<file path="src/rtl/cardclk_pkg.sv">
package cardclk_pkg;
  localparam int CTRL_W     = 16;
  localparam int BYPASS_BIT = 15;
  localparam int RUN_BIT    = 8;
  localparam logic [CTRL_W-1:0] STORE_MASK = 16'h87FF;
endpackage

</file>
<file path="src/rtl/cardclk_ctrl_reg.sv">
module cardclk_ctrl_reg
  import cardclk_pkg::*;
(
  input  logic              clk_i,
  input  logic              rst_ni,
  input  logic              wr_en_i,
  input  logic [CTRL_W-1:0] wr_data_i,
  output logic [CTRL_W-1:0] ctrl_o
);
  logic [CTRL_W-1:0] ctrl_q, ctrl_d;
  logic              ctrl_ce;

  always_comb begin
    ctrl_ce = wr_en_i;
    ctrl_d  = wr_data_i & STORE_MASK;
  end

  always_ff @(posedge clk_i or negedge rst_ni) begin
    if (!rst_ni)      ctrl_q <= '0;
    else if (ctrl_ce) ctrl_q <= ctrl_d;
  end

  assign ctrl_o = ctrl_q;
endmodule

</file>
<file path="src/rtl/cardclk_ratio_dec.sv">
module cardclk_ratio_dec #(
  parameter int CODE_W  = 8,
  parameter int SHIFT_W = $clog2(CODE_W + 1)
) (
  input  logic               clk_i,
  input  logic               rst_ni,
  input  logic [CODE_W-1:0]  code_i,
  output logic [SHIFT_W-1:0] shift_o
);
  // Highest set bit wins; the all-zero code gives the smallest half period.
  always_comb begin
    shift_o = '0;
    for (int i = 0; i < CODE_W; i++) begin
      if (code_i[i]) shift_o = SHIFT_W'(i + 1);
    end
  end

  always_ff @(posedge clk_i) begin
    if (rst_ni) begin
      assert_zero_code_R4: assert ((code_i == '0) == (shift_o == '0))
        else $error("zero code and zero shift disagree");
    end
  end
endmodule

</file>
<file path="src/rtl/cardclk_div_core.sv">
module cardclk_div_core #(
  parameter int CODE_W  = 8,
  parameter int SHIFT_W = $clog2(CODE_W + 1)
) (
  input  logic               clk_i,
  input  logic               rst_ni,
  input  logic               enable_i,
  input  logic               run_i,
  input  logic [SHIFT_W-1:0] shift_i,
  output logic               div_o
);
  localparam int CNT_W = CODE_W + 1;

  logic               div_q, div_d;
  logic [CNT_W-1:0]   cnt_q, cnt_d, lim;
  logic [SHIFT_W-1:0] shift_q, shift_d, shift_use;
  logic               load;

  always_comb begin
    // The ratio is only sampled on the first cycle of a low phase.
    load      = !div_q && (cnt_q == '0);
    shift_use = load ? shift_i : shift_q;
    lim       = (CNT_W'(1) << shift_use) - CNT_W'(1);
    shift_d   = shift_use;
    div_d     = div_q;
    cnt_d     = cnt_q;
    if (!enable_i) begin
      div_d = 1'b0;
      cnt_d = '0;
    end else if (!div_q && !run_i) begin
      cnt_d = '0;
    end else if (cnt_q == lim) begin
      div_d = !div_q;
      cnt_d = '0;
    end else begin
      cnt_d = cnt_q + CNT_W'(1);
    end
  end

  always_ff @(posedge clk_i or negedge rst_ni) begin
    if (!rst_ni) begin
      div_q   <= 1'b0;
      cnt_q   <= '0;
      shift_q <= '0;
    end else begin
      div_q   <= div_d;
      cnt_q   <= cnt_d;
      shift_q <= shift_d;
    end
  end

  assign div_o = div_q;

  assert_parked_low_R6: assert property (@(posedge clk_i) disable iff (!rst_ni)
    (!div_q && !run_i) |=> !div_q)
    else $error("divided clock rose while stopped");

  assert_ratio_frozen_high_R7: assert property (@(posedge clk_i) disable iff (!rst_ni)
    (div_q && $past(div_q)) |-> $stable(shift_q))
    else $error("ratio changed inside a high phase");
endmodule

</file>
<file path="src/rtl/cardclk_out_gate.sv">
module cardclk_out_gate (
  input  logic clk_i,
  input  logic rst_ni,
  input  logic pass_req_i,
  input  logic div_i,
  output logic card_clk_o
);
  logic pass_en_q;

  // Enable changes only while the host clock is low, so pass-through
  // never produces a runt pulse.
  always_ff @(negedge clk_i or negedge rst_ni) begin
    if (!rst_ni) pass_en_q <= 1'b0;
    else         pass_en_q <= pass_req_i;
  end

  assign card_clk_o = (clk_i & pass_en_q) | div_i;
endmodule

</file>
<file path="src/rtl/card_clk_gen.sv">
module card_clk_gen
  import cardclk_pkg::*;
#(
  parameter int CODE_W = 8
) (
  input  logic              hclk_i,
  input  logic              rst_ni,
  input  logic              soft_rst_ni,
  input  logic              wr_en_i,
  input  logic [CTRL_W-1:0] wr_data_i,
  output logic [CTRL_W-1:0] rd_data_o,
  output logic              card_clk_o
);
  localparam int SHIFT_W = $clog2(CODE_W + 1);

  logic [1:0]         rst_sync_q;
  logic               rst_n;
  logic [CTRL_W-1:0]  ctrl;
  logic [SHIFT_W-1:0] shift;
  logic               div_clk;
  logic               div_enable;
  logic               pass_req;

  always_ff @(posedge hclk_i or negedge rst_ni) begin
    if (!rst_ni) rst_sync_q <= '0;
    else         rst_sync_q <= {rst_sync_q[0], 1'b1};
  end
  assign rst_n = rst_sync_q[1];

  cardclk_ctrl_reg i_reg (
    .clk_i     (hclk_i),
    .rst_ni    (rst_n),
    .wr_en_i   (wr_en_i),
    .wr_data_i (wr_data_i),
    .ctrl_o    (ctrl)
  );

  cardclk_ratio_dec #(.CODE_W(CODE_W), .SHIFT_W(SHIFT_W)) i_dec (
    .clk_i   (hclk_i),
    .rst_ni  (rst_n),
    .code_i  (ctrl[CODE_W-1:0]),
    .shift_o (shift)
  );

  always_comb begin
    div_enable = soft_rst_ni && !ctrl[BYPASS_BIT];
    pass_req   = soft_rst_ni && ctrl[BYPASS_BIT] && ctrl[RUN_BIT];
  end

  cardclk_div_core #(.CODE_W(CODE_W), .SHIFT_W(SHIFT_W)) i_div (
    .clk_i    (hclk_i),
    .rst_ni   (rst_n),
    .enable_i (div_enable),
    .run_i    (ctrl[RUN_BIT]),
    .shift_i  (shift),
    .div_o    (div_clk)
  );

  cardclk_out_gate i_gate (
    .clk_i      (hclk_i),
    .rst_ni     (rst_n),
    .pass_req_i (pass_req),
    .div_i      (div_clk),
    .card_clk_o (card_clk_o)
  );

  assign rd_data_o = ctrl;

  assert_pass_idles_divider_R5: assert property (@(posedge hclk_i) disable iff (!rst_n)
    ctrl[BYPASS_BIT] |=> !div_clk)
    else $error("divider toggled under pass-through");

  assert_soft_reset_low_R8: assert property (@(posedge hclk_i) disable iff (!rst_n)
    !soft_rst_ni |=> !div_clk)
    else $error("divided clock high during soft reset");
endmodule

</file>
<file path="config.mk">
export PLATFORM = sky130hd
export DESIGN_NAME = card_clk_gen
export DESIGN_NICKNAME = d
export VERILOG_FILES = /design/src/rtl/cardclk_pkg.sv /design/src/rtl/cardclk_ctrl_reg.sv /design/src/rtl/cardclk_ratio_dec.sv /design/src/rtl/cardclk_div_core.sv /design/src/rtl/cardclk_out_gate.sv /design/src/rtl/card_clk_gen.sv
export SDC_FILE = /design/constraint.sdc
export NUM_CORES = 1
export LEC_CHECK = 0
export BUFFER_PORTS_ARGS = -buffer_cell sky130_fd_sc_hd__buf_2
export CAP_MARGIN = 20
export CORE_ASPECT_RATIO = 0.9
export CORE_MARGIN = 2
export CORE_UTILIZATION = 50
export CTS_CLUSTER_DIAMETER = 80
export DETAILED_ROUTE_END_ITERATION = 10
export GPL_ROUTABILITY_DRIVEN = 0
export PLACE_DENSITY_LB_ADDON = 0.08
export SETUP_SLACK_MARGIN = 0.3
export SLEW_MARGIN = 25
export SYNTH_ARGS = -nofsm -noshare
export SYNTH_HDL_FRONTEND = slang
export SYNTH_SLANG_ARGS = --single-unit
</file>
<file path="constraint.sdc">
create_clock -name hclk_i -period 2.02 [get_ports hclk_i]
set_input_delay 0.303 -clock hclk_i [delete_from_list [all_inputs] [get_ports hclk_i]]
set_output_delay 0.303 -clock hclk_i [all_outputs]
set_load 0.05 [all_outputs]
</file>
; Word-level counts from Yosys, hierarchy flattened
; Index checks and enable logic that the tools add are counted.
[classes]
n_reduce_logical = 10
eq_ne = 3
addsub = 2
n_mux = 15
n_bitwise = 2
shifts = 1
[ops]
columns = cell, count
row1 = $mux W9, 3
row2 = $mux W3, 4
row3 = $add A9 B1 Y9 const B, 1
row4 = $eq A9 B9 Y1, 1
row5 = $logic_not A9 Y1, 1
row6 = $shl A1 B4 Y9 const A, 1
row7 = $sub A9 B2 Y9 const B, 1
row8 = $mux W4, 2
row9 = $logic_and A1 B1 Y1, 5
row10 = $mux W1, 4
row11 = $mux W2, 2
row12 = $ne A2 B2 Y1 const B, 2
row13 = $logic_not A1 Y1, 3
row14 = $reduce_and A2 Y1, 1
row15 = $and A1 B1 Y1, 1
row16 = $or A1 B1 Y1, 1
[word_totals]
out_inout_bits = 17
in_bits = 20
word_cells = 39
ff_bits = 29

; Logic depth before layout (Yosys ltp)
; Gate-level depths: netlist of the first run.
[depth]
word_depth = 15
ltp_mapped = 19
mapped_depth_nobuf = 17

; Hierarchy
; A second synthesis of the first run with hierarchy kept.
[unflattened]
cells_unflattened = 199
area_unflattened_um2 = 1971.9
[modules_own_cells]
columns = mod, area_per_inst_um2, n_inst, cells_per_inst
row1 = cardclk_div_core, 1276.2, 1, 150
row2 = cardclk_ctrl_reg, 518.0, 1, 30
row3 = cardclk_ratio_dec, 75.1, 1, 12
row4 = card_clk_gen, 70.1, 1, 5
row5 = cardclk_out_gate, 32.5, 1, 2

==> flow_metrics.tcl, run 1 <==
set metrics [dict create \
    fin_crit_ns 4.09 \
    net-switching-power_uw 712 \
    drv.max_cap_violation_count 0 \
    grt_remaining_overflow 0 \
    critPathMaxStageDelay_ns 0.50 \
    async_flop_share_pct 100 \
    wl_per_cell_um 19.6 \
    yosys_register_bits 29 \
    timing.critical_path.mode_cell "sky130_fd_sc_hd__ha_4" \
    yosysWarningCount 0 \
    area_growth_pct 62.3 \
    detail_route.wirelength_mm 6.48 \
    number_of_enable_type_register_cells_in_the_synthesized_netlist 0 \
    failed_checks "setup timing" \
    instances_no_fill 330 \
    yosys_top_cell_area_share_pct 38.6 \
    cts_tree "yes" \
    hold_start "wr_data_i[7]" \
    firstDrtPassIters 5 \
    whs_ns 0.129 \
    worst_setup_path_startpoint "i_div.cnt_q[0]$_DFF_PN0_" \
    outcome "finished with violations" \
    first_global_vias 1919 \
    grt_setup_unrepaired "yes" \
    static_leak_uw 0.00134 \
    synthFlopType "sky130_fd_sc_hd__dfrtp_1" \
    nNetsFinal 308 \
    internal-power_uw 1410 \
    overall_track_demand_over_capacity_in_global_routing_pct 31.0 \
    fp-row-count 20 \
    initial_utilization_pct 52.9 \
    finalHoldViolations 0 \
    max_freq_mhz 245 \
    yosys.cell_count.top_type "sky130_fd_sc_hd__dfrtp_1" \
    timing.critical_path.max_delay_family "simple AND/OR/NAND/NOR gates" \
    finalCoreUtilization_pct 85.9 \
    core_area_sq_um 3430 \
    sequentialPowerShare_pct 30.9 \
    floorplan.die_area_sq_um 4130 \
    avgViaCountPerCell 5.89 \
    yosysSeqAreaShare_pct 40.0 \
    die-width_um 67.5 \
    post_route_cells_drive_above_1_share_pct 61.2 \
    worstPathCellList "inv_2 > ha_4 > or4b_4 > nor3_4 > a31oi_4 > or3_4 > ha_4 > buf_4 > nor3_2 > a21o_1 > a41oi_2 > o21ai_2 > xor2_1 > and4bb_2 > buf_6 > buf_12 > nor3b_2" \
    syn_area_sq_um 1810 \
    power-per-cell-area_nw_per_um2 720 \
    critPathRequiredTime_ns 2.33 \
    mapped_cells 177 \
    critical_path.endpoint_type "register" \
    timing.clock.skew_ns 0.0212 \
    clk_pin_slew_worst_paths_ns 0.06 \
    clk-insertion-delay-late_ns 0.41 \
    crit_path_top_delay_cell "sky130_fd_sc_hd__or4b_4" \
    pin_count_of_the_biggest_net_entering_global_routing 27 \
    maximum_vdd_drop_mv 0.684 \
    timing.final.crit_share_pct 202 \
    r2r_start "i_div.cnt_q[0]$_DFF_PN0_" \
    timing.critical_path.fanout_max 5 \
    placed_cell_area_sq_um 2420 \
    floorplan.io_pins 37 \
    yosys-top-cells-area "sky130_fd_sc_hd__dfrtp_1 (39%), sky130_fd_sc_hd__mux2_2 (6.8%), sky130_fd_sc_hd__nor3_2 (3.3%)" \
    grt_first_pass_wirelength_mm 9.20 \
    mean_area_per_synthesized_cell_sq_um 10.2 \
    criticalPathCategory "reg -> reg" \
    io_buffers 28 \
    netSwitchingFraction_pct 33.6 \
    maxSlewViolCount 0 \
    grt_antenna_before_repair 0 \
    layout_setup_ws_ns -2.07 \
    path_buf_inv 4 \
    combinationalPowerShare_pct 34.9 \
    synthDominantAreaCellType "sky130_fd_sc_hd__dfrtp_1" \
    top_cell_types_by_occurrence_after_synthesis "sky130_fd_sc_hd__dfrtp_1 (28), sky130_fd_sc_hd__mux2_2 (11), sky130_fd_sc_hd__nor2_1 (10), sky130_fd_sc_hd__nand2_1 (8)" \
    fin_area_sq_um 2950 \
    drt.antenna.violating_nets 0 \
    chipHeight_um 61.1 \
    n_antenna_cell 0 \
    start_kind "register" \
    detail_route.iter0.violations 228 \
    worst_ep_arrival_time_ns 4.40 \
    dp_hpwl_mm 3.63 \
    clkPwrFrac_pct 34.2 \
    drc_errors 0 \
    finalSetupViolations 14 \
    pre_cts_ws_ns -1.80 \
    number_of_distinct_standard_cells_referenced_by_the_synthesized_netlist 53 \
    dp_cells 294 \
    detailroute.via_count 1945 \
    hold_path_class "in -> reg" \
]
-- routing by layer --
metal / GRT usage, % / part of all wire, % / vias to the layer above
li1: - / - / 849
met1: 34.6 / 39 / 961
met2: 55.9 / 52 / 101
met3: 8.41 / 5.4 / 34
met4: 13.4 / 3.9 / 0
met5: 0 / 0 / -
-- state kept, by name, summed over array words and instances (netlist names) --
| register | flops |
|---|---|
| i_div.div_o | 1 |
| i_div.shift_q | 4 |
| i_reg.ctrl_o | 12 |
| i_div.cnt_q | 9 |
| rst_sync_q | 2 |
| i_gate.pass_en_q | 1 |
-- layout make-up --
class                           instances  area [sq um]
Fill cell                             156           483
Clock buffer                           11           149
Timing Repair Buffer                  107           790
Sequential cell                        29           728
Inverter                                7          30.0
Tap cell                               44          55.1
Clock inverter                          1          5.00
Multi-Input combinational cell        131          1190
-- cell usage in the layout, fill, tap and decap left out, types with 2 or more instances in the layout --
master / instances
sky130_fd_sc_hd__o21ai_0: 4
sky130_fd_sc_hd__nor3_4: 3
sky130_fd_sc_hd__mux2i_2: 2
sky130_fd_sc_hd__nor2_1: 10
sky130_fd_sc_hd__mux2_2: 11
sky130_fd_sc_hd__dfrtp_1: 26
sky130_fd_sc_hd__a311o_1: 2
sky130_fd_sc_hd__nor2b_1: 3
sky130_fd_sc_hd__conb_1: 5
sky130_fd_sc_hd__inv_2: 3
sky130_fd_sc_hd__o31ai_2: 2
sky130_fd_sc_hd__xnor2_1: 5
sky130_fd_sc_hd__nor3_2: 6
sky130_fd_sc_hd__o31a_1: 3
sky130_fd_sc_hd__buf_2: 27
sky130_fd_sc_hd__buf_4: 72
sky130_fd_sc_hd__buf_6: 6
sky130_fd_sc_hd__o211a_1: 2
sky130_fd_sc_hd__ha_4: 2
sky130_fd_sc_hd__xor2_1: 4
sky130_fd_sc_hd__nor3b_2: 3
sky130_fd_sc_hd__a21oi_1: 4
sky130_fd_sc_hd__nand2_1: 7
sky130_fd_sc_hd__or3_1: 4
sky130_fd_sc_hd__nand3_1: 7
sky130_fd_sc_hd__inv_1: 3
sky130_fd_sc_hd__dfrtp_2: 2
sky130_fd_sc_hd__a31oi_1: 2
sky130_fd_sc_hd__nor3_1: 5
sky130_fd_sc_hd__clkbuf_8: 10
-- what timing repair did --
item / 4_1_cts / 5_1_grt
cloned: 1 / 0
hold buffers: 1 / 0
buffers inserted: 8 / 15
hold endpoints to repair: 2 / 0
pin swaps: 5 / 20
endpoints found under the setup margin: 16 / 16
resized for setup: 17 / 19
-- worst min-delay path: cells and delay by family --
family | cells | cell delay (ns)
compound gates | 1 | 0.06
simple gates | 1 | 0.04
buf+inv | 1 | 0.08
-- per-stage QoR --
stage          setup TNS, ns  power [uW]
3_5_place_dp          -17.49        1230
4_1_cts               -17.78        1990
2_1_floorplan         -15.83         994
5_1_grt               -21.84        2190
6_report              -20.86        2120
3_3_place_gp          -16.19        1220
-- power groups by stage --
stage / clock [uW] / combinational [uW] / sequential, uW
final: 726 / 741 / 655
after floorplan: 15.2 / 220 / 758
after detailed placement: 17.4 / 552 / 663
after global routing: 762 / 774 / 658
after CTS: 727 / 615 / 651
after global placement: 17.4 / 540 / 661
-- final timing paths --
kind                                                     to  slack [ns]  depth (start not counted)
worst max-delay path               i_div.cnt_q[3]$_DFF_PN0_       -2.07                         17
worst min-delay path            i_reg.ctrl_o[7]$_DFFE_PN0P_        0.13                          3
worst max register to register     i_div.cnt_q[3]$_DFF_PN0_       -2.07                         17
worst min register to register   i_div.shift_q[2]$_DFF_PN0_        0.29                          1
max in group asynchronous        i_gate.pass_en_q$_DFF_NN0_        0.98                          0
min in group asynchronous           rst_sync_q[0]$_DFF_PN0_        0.24                          2
-- cells by family after synthesis --
| family | Yosys count | share of synthesized area, % |
|---|---|---|
| flip-flops | 29 | 40.0 |
| XOR/XNOR | 11 | 5.31 |
| AO/OA/AOI/OAI | 33 | 13.7 |
| buffers and inverters | 20 | 6.00 |
| adder cells (fa/ha/maj) | 3 | 2.07 |
| AND/OR/NAND/NOR | 64 | 23.5 |
| multiplexers | 15 | 9.03 |
| other | 2 | 0.414 |
(Power assumes the default switching activity.)
==> inputs of run 2 (changes only) <==
- CORE_MARGIN: 2 -> unset
- CORE_UTILIZATION: 50 -> 58
==> flow_metrics.tcl, run 2 <==
set metrics [dict create \
    outcome "stopped before the end" \
    stop_stage "5_1_grt" \
    error_line "[ERROR DPL-0038] Utilization greater than 100%, impossible to legalize" \
    floorplan.io_pins 37 \
    die-width_um 61.0 \
    worstEndpointGrtRepair "i_div.div_o$_DFFE_PN0P_/D" \
    yosys_top_cell_area_share_pct 38.6 \
    largest_family_of_logic_cells_by_synthesized_area "simple AND/OR/NAND/NOR gates" \
    yosys-top-cells-area "sky130_fd_sc_hd__dfrtp_1 (39%), sky130_fd_sc_hd__mux2_2 (6.8%), sky130_fd_sc_hd__nor3_2 (3.3%)" \
    synth-compound-area-share_pct 13.7 \
    yosysWarningCount 0 \
    pin_count_of_the_biggest_net_entering_global_routing 27 \
    synth-xor-area-share_pct 5.31 \
    initial_utilization_pct 63.4 \
    synth_adder_area_share_pct 2.07 \
    yosys.cell_count.top_type "sky130_fd_sc_hd__dfrtp_1" \
    yosysSeqAreaShare_pct 40.0 \
    io_buffers 28 \
    fp-row-count 18 \
    chipHeight_um 55.1 \
    synthFlopType "sky130_fd_sc_hd__dfrtp_1" \
    async_flop_share_pct 100 \
    dp_hpwl_mm 3.58 \
    syn_area_sq_um 1810 \
    mean_area_per_synthesized_cell_sq_um 10.2 \
    top_cell_types_by_occurrence_after_synthesis "sky130_fd_sc_hd__dfrtp_1 (28), sky130_fd_sc_hd__mux2_2 (11), sky130_fd_sc_hd__nor2_1 (10), sky130_fd_sc_hd__nand2_1 (8)" \
    worst_endpoint_kind "sequential cell input" \
    pre_cts_ws_ns -1.89 \
    mapped_cells 177 \
    number_of_distinct_standard_cells_referenced_by_the_synthesized_netlist 53 \
    synthDominantAreaCellType "sky130_fd_sc_hd__dfrtp_1" \
    yosys_register_bits 29 \
    yosys-mux-area-fraction_pct 9.03 \
    number_of_enable_type_register_cells_in_the_synthesized_netlist 0 \
    synth-simple-area-share_pct 23.4 \
]
## run 2: logic make-up after synthesis
logic type	count (synthesis)
simple gates	64
compound gates	33
flops	29
buf+inv	20
mux	15
xor+xnor	11
fa+ha+maj	3
other cells	2
## run 2: repair_timing
action,in CTS
resized for setup,19
hold buffers,1
endpoints found under the setup margin,16
hold endpoints to repair,2
cloned,1
pin swaps,11
buffers inserted,10
## run 2: stage by stage
step                      instance area [sq um]  util (%)  std cells
after detailed placement                   2390      83.4        288
after global placement                     2390      83.4        288
after floorplan                            1890         -        180
after CTS                                  2690      94.2        311
==> inputs of run 3 (changes only) <==
- CORE_ASPECT_RATIO: 0.9 -> unset
- CORE_UTILIZATION: 58 -> 40
- CTS_CLUSTER_DIAMETER: 80 -> unset
- PLACE_DENSITY_LB_ADDON: 0.08 -> 0.15
- SETUP_SLACK_MARGIN: 0.3 -> unset
==> flow_metrics.tcl, run 3 (same netlist as run 1, synthesis figures left out) <==
set metrics [dict create \
    n_antenna_cell 0 \
    detail_route.wirelength_mm 5.43 \
    grt_first_pass_wirelength_mm 8.31 \
    failed_checks "setup timing" \
    wl_per_cell_um 16.8 \
    fp-row-count 24 \
    detail_route.iter0.violations 116 \
    n_fill_cell 344 \
    hold_start "wr_data_i[7]" \
    nNetsFinal 293 \
    clk-insertion-delay-late_ns 0.41 \
    dp_hpwl_mm 3.68 \
    detailroute.via_count 1749 \
    hold_path_end "i_reg.ctrl_o[7]$_DFFE_PN0P_" \
    timing.critical_path.fanout_max 3 \
    floorplan.io_pins 37 \
    maxSlewViolCount 0 \
    static_leak_uw 0.00128 \
    clk_pin_slew_worst_paths_ns 0.06 \
    r2r_start "i_div.cnt_q[1]$_DFF_PN0_" \
    maximum_vdd_drop_mv 0.452 \
    critPathRequiredTime_ns 2.34 \
    worstMarginPinSlew_ns 0.541 \
    final.setup.tns_ns -18.72 \
    timing.critical_path.mode_cell "sky130_fd_sc_hd__ha_4" \
    pin_count_of_the_biggest_net_entering_global_routing 27 \
    r2r_end "i_div.div_o$_DFFE_PN0P_" \
    worstPathCellList "inv_2 > ha_4 > or4b_4 > nor3_4 > a31oi_4 > or3_4 > ha_4 > xnor2_2 > a31oi_1 > o311a_1 > nor4bb_4 > o41ai_1 > a211o_1 > nor3_2 > mux2i_1" \
    fin_crit_ns 3.85 \
    drc_errors 0 \
    worst_ep_arrival_time_ns 4.17 \
    outcome "finished with violations" \
    final-seq-area_sq_um 726 \
    critPathMaxStageDelay_ns 0.51 \
    relSlewSlack_pct 63.5 \
    power-per-cell-area_nw_per_um2 744 \
    post_route_cells_drive_above_1_share_pct 55.4 \
    layout_common_cells "sky130_fd_sc_hd__buf_4 (57), sky130_fd_sc_hd__dfrtp_1 (28), sky130_fd_sc_hd__buf_2 (27)" \
    chipHeight_um 69.3 \
    hold_path_class "in -> reg" \
    overall_track_demand_over_capacity_in_global_routing_pct 22.3 \
    timing.final.crit_share_pct 191 \
    min_delay_path_depth 3 \
    criticalPathCategory "reg -> reg" \
    grt_remaining_overflow 0 \
    largest_reg_flops 12 \
    floorplan.die_area_sq_um 4810 \
    critical_path.endpoint_type "register" \
    firstDrtPassIters 4 \
    area_growth_pct 56.5 \
    finalHoldViolations 0 \
    r2r_slack_ns -1.83 \
    first_global_vias 1786 \
    total_power_uw 2110 \
    multi_input_area_sq_um 1180 \
    cells_on_worst_reg2reg_path 15 \
    grt_setup_unrepaired "yes" \
    grt_antenna_before_repair 0 \
    layout_setup_ws_ns -1.83 \
    avgViaCountPerCell 5.41 \
    io_buffers 28 \
    timing.clock.skew_ns 0.0205 \
    drv.max_cap_violation_count 0 \
    layout.cells.most_common "sky130_fd_sc_hd__buf_4" \
    finalSetupViolations 13 \
    die-width_um 69.3 \
    drt.antenna.violating_nets 0 \
    cts_tree "yes" \
    start_kind "register" \
    core_area_sq_um 4350 \
    initial_utilization_pct 41.7 \
    crit_path_top_delay_cell "sky130_fd_sc_hd__or4b_4" \
    max_freq_mhz 260 \
]
[run 3: repair_timing]
action                                  4_1_cts  5_1_grt
cloned                                        1        0
setup buffers                                 1        7
hold buffers                                  1        0
endpoints found under the setup margin       13       14
resized for setup                            14       20
pin swaps                                     3       16
endpoints found under the hold margin         2        0
[run 3: power by group]
group | internal (uW) | total [uW] | switching [uW]
clock | 536 | 807 | 271
sequential | 624 | 653 | 29.7
combinational | 296 | 653 | 357
[run 3: area by class of cell]
cell class | count | area share [%]
multi-input cells | 131 | 41.5
flip-flops and latches | 29 | 25.6
repair buffers | 92 | 23.8
clock buffers | 11 | 4.89
well taps | 52 | 2.29
clock inverters | 1 | 1.06
inverters | 7 | 0.926
[run 3: how the worst max path moves through the flow]
stage | startpoint | endpoint | slack [ns] | depth (start not counted)
after floorplan | i_div.cnt_q[0]$_DFF_PN0_ | i_div.cnt_q[1]$_DFF_PN0_ | -1.59 | 16
after CTS | i_div.cnt_q[1]$_DFF_PN0_ | i_div.div_o$_DFFE_PN0P_ | -1.74 | 15
after global placement | i_div.cnt_q[1]$_DFF_PN0_ | i_div.div_o$_DFFE_PN0P_ | -1.67 | 16
after detailed placement | i_div.cnt_q[1]$_DFF_PN0_ | i_div.div_o$_DFFE_PN0P_ | -1.74 | 15
final | i_div.cnt_q[1]$_DFF_PN0_ | i_div.div_o$_DFFE_PN0P_ | -1.83 | 15
after global routing | i_div.cnt_q[1]$_DFF_PN0_ | i_div.div_o$_DFFE_PN0P_ | -1.95 | 18
[run 3: through the flow]
step	cells	setup WS (ns)	instance area (sq um)	utilization, %	hold slack [ns]
finish	323	-1.83	2840	65.2	0.113
floorplan	180	-1.59	1890	-	0.00741
global route	323	-1.95	2840	65.2	0.131
detailed placement	302	-1.74	2430	55.7	0.0893
global placement	302	-1.67	2430	55.7	0.0897
CTS	316	-1.74	2700	62.0	0.115
[run 3: routing by layer]
metal	share of wire, %	track usage (%)	vias to the layer above
met3	4.5	5.23	16
met5	0	0	-
met1	40	25.3	859
li1	-	-	820
met4	3.4	12.7	0
met2	52	38.4	54
[run 3: worst max-delay path: cells and delay by family, from the launching register on]
family                   cells  cell delay [ns]
AO/OA/AOI/OAI                5             0.94
adder cells (fa/ha/maj)      2             0.36
multiplexers                 1             0.19
buffers and inverters        1             0.09
flip-flops                   1             0.39
AND/OR/NAND/NOR              5             1.67
XOR/XNOR                     1             0.13
